**src/rtl/twi_pkg.sv**
```systemverilog
package twi_pkg;

  localparam int unsigned BYTE_W = 8;
  localparam int unsigned DEPTH  = 1 << BYTE_W;

  typedef enum logic [3:0] {
    ST_IDLE,
    ST_DEVADR,
    ST_DEVACK,
    ST_REGADR,
    ST_REGACK,
    ST_WRDATA,
    ST_WRACK,
    ST_RDDATA,
    ST_RDACK
  } twi_state_e;

  // Bus events as seen in the system clock domain
  typedef struct packed {
    logic scl;
    logic sda;
    logic scl_rise;
    logic scl_fall;
    logic start;
    logic stop;
  } line_ev_t;

  function automatic logic [BYTE_W-1:0] reg_default(input int unsigned idx,
                                                    input logic [BYTE_W-1:0] mask);
    return BYTE_W'(idx) ^ mask;
  endfunction

endpackage

```
**src/rtl/twi_line_sync.sv**
```systemverilog
module twi_line_sync
  import twi_pkg::*;
#(
  parameter int unsigned STAGES = 2
) (
  input  logic     clk,
  input  logic     rst_n,
  input  logic     scl_i,
  input  logic     sda_i,
  output line_ev_t ev
);

  logic [STAGES-1:0] scl_pipe;
  logic [STAGES-1:0] sda_pipe;
  logic              scl_q;
  logic              sda_q;
  logic              scl_s;
  logic              sda_s;

  // Idle bus is high, so the pipes reset high to avoid a false event
  always_ff @(posedge clk or negedge rst_n) begin
    if (!rst_n) begin
      scl_pipe <= '1;
      sda_pipe <= '1;
      scl_q    <= 1'b1;
      sda_q    <= 1'b1;
    end else begin
      scl_pipe <= {scl_pipe[STAGES-2:0], scl_i};
      sda_pipe <= {sda_pipe[STAGES-2:0], sda_i};
      scl_q    <= scl_s;
      sda_q    <= sda_s;
    end
  end

  assign scl_s = scl_pipe[STAGES-1];
  assign sda_s = sda_pipe[STAGES-1];

  always_comb begin
    ev.scl      = scl_s;
    ev.sda      = sda_s;
    ev.scl_rise = scl_s & ~scl_q;
    ev.scl_fall = ~scl_s & scl_q;
    ev.start    = scl_s & scl_q & sda_q & ~sda_s;
    ev.stop     = scl_s & scl_q & ~sda_q & sda_s;
  end

endmodule

```
**src/rtl/twi_reg_array.sv**
```systemverilog
module twi_reg_array
  import twi_pkg::*;
#(
  parameter logic [BYTE_W-1:0] DEFAULT_MASK = 8'hA5
) (
  input  logic              clk,
  input  logic              rst_n,
  input  logic              we,
  input  logic [BYTE_W-1:0] waddr,
  input  logic [BYTE_W-1:0] wdata,
  input  logic [BYTE_W-1:0] raddr,
  output logic [BYTE_W-1:0] rdata
);

  logic [BYTE_W-1:0] mem [DEPTH];

  always_ff @(posedge clk or negedge rst_n) begin
    if (!rst_n) begin
      for (int i = 0; i < DEPTH; i++) mem[i] <= reg_default(i, DEFAULT_MASK);
    end else if (we) begin
      mem[waddr] <= wdata;
    end
  end

  assign rdata = mem[raddr];

endmodule

```
**src/rtl/twi_frame_ctrl.sv**
```systemverilog
module twi_frame_ctrl
  import twi_pkg::*;
#(
  parameter logic [6:0] DEV_ADDR = 7'h69
) (
  input  logic              clk,
  input  logic              rst_n,
  input  line_ev_t          ev,
  input  logic [BYTE_W-1:0] rd_data,
  output logic              wr_en,
  output logic [BYTE_W-1:0] wr_data,
  output logic [BYTE_W-1:0] ptr,
  output logic              ptr_inc,
  output logic              sda_oe,
  output twi_state_e        state
);

  localparam int unsigned CNT_W    = $clog2(BYTE_W + 1);
  localparam logic [CNT_W-1:0] FULL = CNT_W'(BYTE_W);
  localparam logic [CNT_W-1:0] LAST = CNT_W'(BYTE_W - 1);

  twi_state_e        st;
  logic [CNT_W-1:0]  bitcnt;
  logic [BYTE_W-1:0] shreg;
  logic [BYTE_W-1:0] txreg;
  logic              rw;
  logic              mack;
  logic              oe;
  logic              byte_done;
  logic              rx_state;

  assign byte_done = (bitcnt == FULL);
  assign rx_state  = (st == ST_DEVADR) || (st == ST_REGADR) || (st == ST_WRDATA);

  always_comb begin
    wr_en   = (st == ST_WRDATA) && ev.scl_fall && byte_done;
    wr_data = shreg;
    ptr_inc = wr_en || ((st == ST_RDDATA) && ev.scl_fall && (bitcnt == LAST));
  end

  always_ff @(posedge clk or negedge rst_n) begin
    if (!rst_n) begin
      st     <= ST_IDLE;
      bitcnt <= '0;
      shreg  <= '0;
      txreg  <= '0;
      ptr    <= '0;
      rw     <= 1'b0;
      mack   <= 1'b0;
      oe     <= 1'b0;
    end else if (ev.start) begin
      st     <= ST_DEVADR;
      bitcnt <= '0;
      oe     <= 1'b0;
    end else if (ev.stop) begin
      st     <= ST_IDLE;
      bitcnt <= '0;
      oe     <= 1'b0;
    end else if (rx_state) begin
      if (ev.scl_rise && !byte_done) begin
        shreg  <= {shreg[BYTE_W-2:0], ev.sda};
        bitcnt <= bitcnt + 1'b1;
      end else if (ev.scl_fall && byte_done) begin
        bitcnt <= '0;
        unique case (st)
          ST_DEVADR: begin
            if (shreg[BYTE_W-1:1] == DEV_ADDR) begin
              rw <= shreg[0];
              oe <= 1'b1;
              st <= ST_DEVACK;
            end else begin
              st <= ST_IDLE;
            end
          end
          ST_REGADR: begin
            ptr <= shreg;
            oe  <= 1'b1;
            st  <= ST_REGACK;
          end
          default: begin
            ptr <= ptr + 1'b1;
            oe  <= 1'b1;
            st  <= ST_WRACK;
          end
        endcase
      end
    end else begin
      case (st)
        ST_DEVACK, ST_REGACK, ST_WRACK: begin
          if (ev.scl_fall) begin
            bitcnt <= '0;
            if ((st == ST_DEVACK) && rw) begin
              txreg <= rd_data;
              oe    <= ~rd_data[BYTE_W-1];
              st    <= ST_RDDATA;
            end else begin
              oe <= 1'b0;
              st <= (st == ST_DEVACK) ? ST_REGADR : ST_WRDATA;
            end
          end
        end
        ST_RDDATA: begin
          if (ev.scl_fall) begin
            if (bitcnt == LAST) begin
              oe     <= 1'b0;
              ptr    <= ptr + 1'b1;
              bitcnt <= '0;
              st     <= ST_RDACK;
            end else begin
              txreg  <= {txreg[BYTE_W-2:0], 1'b0};
              oe     <= ~txreg[BYTE_W-2];
              bitcnt <= bitcnt + 1'b1;
            end
          end
        end
        ST_RDACK: begin
          if (ev.scl_rise) begin
            mack <= ~ev.sda;
          end else if (ev.scl_fall) begin
            if (mack) begin
              txreg  <= rd_data;
              oe     <= ~rd_data[BYTE_W-1];
              bitcnt <= '0;
              st     <= ST_RDDATA;
            end else begin
              st <= ST_IDLE;
            end
          end
        end
        default: ;
      endcase
    end
  end

  assign sda_oe = oe;
  assign state  = st;

endmodule

```
**src/rtl/twi_regfile_slave.sv**
```systemverilog
module twi_regfile_slave
  import twi_pkg::*;
#(
  parameter logic [6:0]        DEV_ADDR     = 7'h69,
  parameter int unsigned       SYNC_STAGES  = 2,
  parameter logic [BYTE_W-1:0] DEFAULT_MASK = 8'hA5
) (
  input  logic clk,
  input  logic rst_n,
  input  logic scl_i,
  input  logic sda_i,
  output logic sda_oe
);

  line_ev_t          line_ev;
  logic              scl_sync;
  logic              start_det;
  logic              wr_en;
  logic [BYTE_W-1:0] wr_data;
  logic [BYTE_W-1:0] ptr;
  logic [BYTE_W-1:0] rd_data;
  logic              ptr_inc;
  twi_state_e        fsm_state;

  twi_line_sync #(.STAGES(SYNC_STAGES)) u_sync (
    .clk   (clk),
    .rst_n (rst_n),
    .scl_i (scl_i),
    .sda_i (sda_i),
    .ev    (line_ev)
  );

  twi_frame_ctrl #(.DEV_ADDR(DEV_ADDR)) u_ctrl (
    .clk     (clk),
    .rst_n   (rst_n),
    .ev      (line_ev),
    .rd_data (rd_data),
    .wr_en   (wr_en),
    .wr_data (wr_data),
    .ptr     (ptr),
    .ptr_inc (ptr_inc),
    .sda_oe  (sda_oe),
    .state   (fsm_state)
  );

  twi_reg_array #(.DEFAULT_MASK(DEFAULT_MASK)) u_regs (
    .clk   (clk),
    .rst_n (rst_n),
    .we    (wr_en),
    .waddr (ptr),
    .wdata (wr_data),
    .raddr (ptr),
    .rdata (rd_data)
  );

  assign scl_sync  = line_ev.scl;
  assign start_det = line_ev.start;

endmodule

```
**config.mk**
```make
export PLATFORM = sky130hd
export DESIGN_NAME = twi_regfile_slave
export DESIGN_NICKNAME = d
export VERILOG_FILES = /design/src/rtl/twi_pkg.sv /design/src/rtl/twi_line_sync.sv /design/src/rtl/twi_reg_array.sv /design/src/rtl/twi_frame_ctrl.sv /design/src/rtl/twi_regfile_slave.sv
export SDC_FILE = /design/constraint.sdc
export NUM_CORES = 2
export LEC_CHECK = 0
export BUFFER_PORTS_ARGS = -buffer_cell sky130_fd_sc_hd__buf_2
export CORE_ASPECT_RATIO = 2
export CORE_MARGIN = 4
export CORE_UTILIZATION = 55
export CTS_CLUSTER_SIZE = 30
export DETAILED_ROUTE_END_ITERATION = 16
export GPL_TIMING_DRIVEN = 0
export HOLD_SLACK_MARGIN = 0.02
export PLACE_DENSITY = 0.7
export SYNTH_ARGS = -nofsm -noshare
export SYNTH_HDL_FRONTEND = slang
export SYNTH_HIERARCHICAL = 1
export SYNTH_SLANG_ARGS = --single-unit
```
**constraint.sdc**
```tcl
create_clock -name clk -period 3.7 [get_ports clk]
set_input_delay 0.74 -clock clk [delete_from_list [all_inputs] [get_ports clk]]
set_output_delay 0.74 -clock clk [all_outputs]
set_load 0.02 [all_outputs]
```
==> key figures <==
Run status
  – Status: finished, violations left
  – Failing checks: max-capacitance violations, max-slew violations, negative setup slack

Floorplan
  – Die area: 184000 sq um
  – Io pins: 5
  – Die Span Y: 602 um
  – Core ar.: 175000 sq um
  – Row count: 217
  – Initial Util: 0.554
  – Die width: 305 um

CTS
  – Deepest clock path buffer count: 4
  – Root Driver: clkbuf_16
  – Clk_lat worst skew: 0.90 ns
  – CTS tree: built
  – # clock sinks: 2088
  – CTS HTree Levels: 4
  – Clk slew on worst S/H paths: 0.07 ns
  – CTS Buf Count: 193

Global route
  – Global route overflow: 0
  – Vias in the first global route: 67281
  – Initial antenna violation count: 43
  – Gr usage total: 0.461
  – First-pass GRT wire length: 572000 um
  – Largest net degree at the start of global routing: 182

STA
  – Final Cycle Share: 1.17
  – Fin. max-slew vios: 67
  – Clock Skews: 0.0732 ns
  – Worst slew margin: -0.100
  – Final worst setup slack: -0.611 ns
  – Max Freq: 0.232 GHz
  – Worst Tran Pin Value: 1.65 ns
  – Clock period minus final worst setup slack: 4.31 ns
  – Unrepaired setup endpoints after global routing: yes
  – Final-report hold violation count: 0
  – WHS: 0.199 ns
  – # setup viols final: 300

Cells and area
  – Layout Nets: 6784
  – Filler Cell Count: 12644
  – Share of cells above drive strength 1: 0.683
  – Area delta synth->final: 17.5%

Logic synthesis
  – Synthesized instance count: 6303
  – Synth Area per Inst: 15.4 sq um
  – Post-synth net total: 6310
  – Post-Syn Area: 97000 sq um
  – Yosys synthesis warning count: 6

Critical path
  – CP arrival: 5.08 ns
  – Worst R2R Path Depth: 7
  – Critical Path RT: 4.47 ns
  – R2r startpoint: u_ctrl/ptr[5]$_DFFE_PN0P_
  – Worst-path cell chain: nand2b_1 > clkbuf_2 > a21oi_1 > nor4_4 > nor3_4 > mux2_4 > mux2_2
  – CP delay by family, top: simple AND/OR/NAND/NOR gates
  – Max FO, Critical Path: 12
  – Crit. End Element: register
  – Reg2reg end: u_ctrl/txreg[2]$_DFFE_PN0P_
  – Buffers & Inverters on Critical Path: 1
  – Crit path kind: reg2reg
  – Flop2flop setup slack: -0.61 ns
  – Largest stage delay, worst path: 0.94 ns
  – CP Launch Type: register
  – Crit path max-delay cell type: nor4_4

Detailed routing
  – Via count: 66324
  – Post-route ant nets: 0
  – Average wire per standard cell: 45.9 um
  – Total Wirelength: 426000 um
  – Residual DRC: 0
  – First-pass DRT Iterations: 6
  – Vias/cell: 7.15
  – Initial drt markers: 7695

Pwr
  – Final Power: 0.0514 W
  – Leakage power: 48.1 nW
  – VDD IR max: 508 uV
  – Cell Pwr Density: 451 nW/um^2

Flow run
  – Max Cap Violations: 8

Worst hold path
  – HP Class: in2async

Placed design
  – DP HPWL: 293000 um
  – IO Port Bufs: 4
  – Placer Congestion: 1.04
-- cells in the final DEF (no fill, tap or decap), types with 48 or more instances in the layout --
cell / count
nor2_1: 59
dfstp_2: 1030
diode_2: 48
clkbuf_1: 280
mux2_2: 2068
dfrtp_1: 1051
clkbuf_8: 56
a22oi_1: 137
buf_4: 163
nor2_4: 125
buf_12: 143
nand2_1: 110
mux4_2: 443
buf_16: 63
mux2i_1: 154
clkbuf_16: 200
a21oi_1: 93
-- metal layers --
metal,up-vias,global-route usage,part of all wire
met1,35361,0.479,0.31
met3,1991,0.141,0.092
met5,-,0.00344,0.00031
met4,10,0.498,0.14
li1,24591,-,-
met2,4371,0.708,0.46
-- state kept, by name, summed over array words and instances, names as in the netlist, 2 cells and up --
| signal | flops |
|---|---|
| u_regs/mem | 2048 |
| u_ctrl/ptr | 8 |
| u_ctrl/wr_data | 8 |
| u_ctrl/txreg | 7 |
| u_ctrl/bitcnt | 4 |
| u_ctrl/state | 4 |
| u_sync/scl_pipe | 2 |
| u_sync/sda_pipe | 2 |
-- report_power, final --
part,leakage (nW),internal [W],total [W],switching (W)
sequential,25.4,0.0230,0.0231,0.000138
combinational,19.7,0.00106,0.00789,0.00683
clock,3.11,0.0113,0.0204,0.00917
-- area by class of cell --
| type | count | area, sq um | area share |
|---|---|---|---|
| clock inverters | 62 | 546 | 0.00478 |
| diodes | 48 | 120 | 0.00105 |
| plain buffers | 464 | 4270 | 0.0374 |
| well taps | 2299 | 2880 | 0.0252 |
| flip-flops and latches | 2088 | 53500 | 0.470 |
| clock buffers | 288 | 5720 | 0.0502 |
| multi-input cells | 3726 | 43100 | 0.378 |
| inverters | 14 | 67.6 | 0.000593 |
| repair buffers | 290 | 3830 | 0.0336 |
-- worst max path at each step --
stage | from | endpoint | slack (ns) | cells after the start
3_3_place_gp | rst_n | u_regs/mem[1891]$_DFFE_PN0P_ | -42.73 | 1
2_1_floorplan | u_sync/scl_q$_DFF_PN1_ | u_regs/mem[1408]$_DFFE_PN0P_ | 0.61 | 11
3_5_place_dp | u_ctrl/ptr[2]$_DFFE_PN0P_ | u_ctrl/sda_oe$_DFFE_PN0P_ | -3.19 | 14
4_1_cts | u_ctrl/ptr[0]$_DFFE_PN0P_ | u_ctrl/sda_oe$_DFFE_PN0P_ | -0.26 | 15
6_report | u_ctrl/ptr[5]$_DFFE_PN0P_ | u_ctrl/txreg[2]$_DFFE_PN0P_ | -0.61 | 7
5_1_grt | u_ctrl/ptr[0]$_DFFE_PN0P_ | u_ctrl/txreg[2]$_DFFE_PN0P_ | -0.56 | 14
-- stage by stage --
step | setup WS (ns) | instance area (sq um) | setup TNS (ns) | std cells | utilization
2_1_floorplan | 0.610 | 97000 | 0 | 6303 | -
3_3_place_gp | -42.73 | 99900 | - | 8606 | 0.571
3_5_place_dp | -3.19 | 101000 | -2719.29 | 8629 | 0.574
4_1_cts | -0.257 | 112000 | -3.44 | 9110 | 0.638
5_1_grt | -0.564 | 114000 | -9.95 | 9241 | 0.651
6_report | -0.611 | 114000 | -15.39 | 9279 | 0.651
-- worst reg2reg max path, cell delays in order, from the launching register on --
cell and delay (ns):
dfrtp_1 0.72, nand2b_1 0.93, clkbuf_2 0.69, a21oi_1 0.22, nor4_4 0.94, nor3_4 0.14
mux2_4 0.31, mux2_2 0.26
-- timing repair --
action / CTS / global route
endpoints found under the setup margin: 2173 / 962
buffers inserted: 126 / 120
hold buffers: 13 / 0
cloned: 1 / 2
gates resized for setup: 847 / 173
endpoints found under the hold margin: 36 / 0
pin swaps: 78 / 71
(Power assumes the default switching activity.)
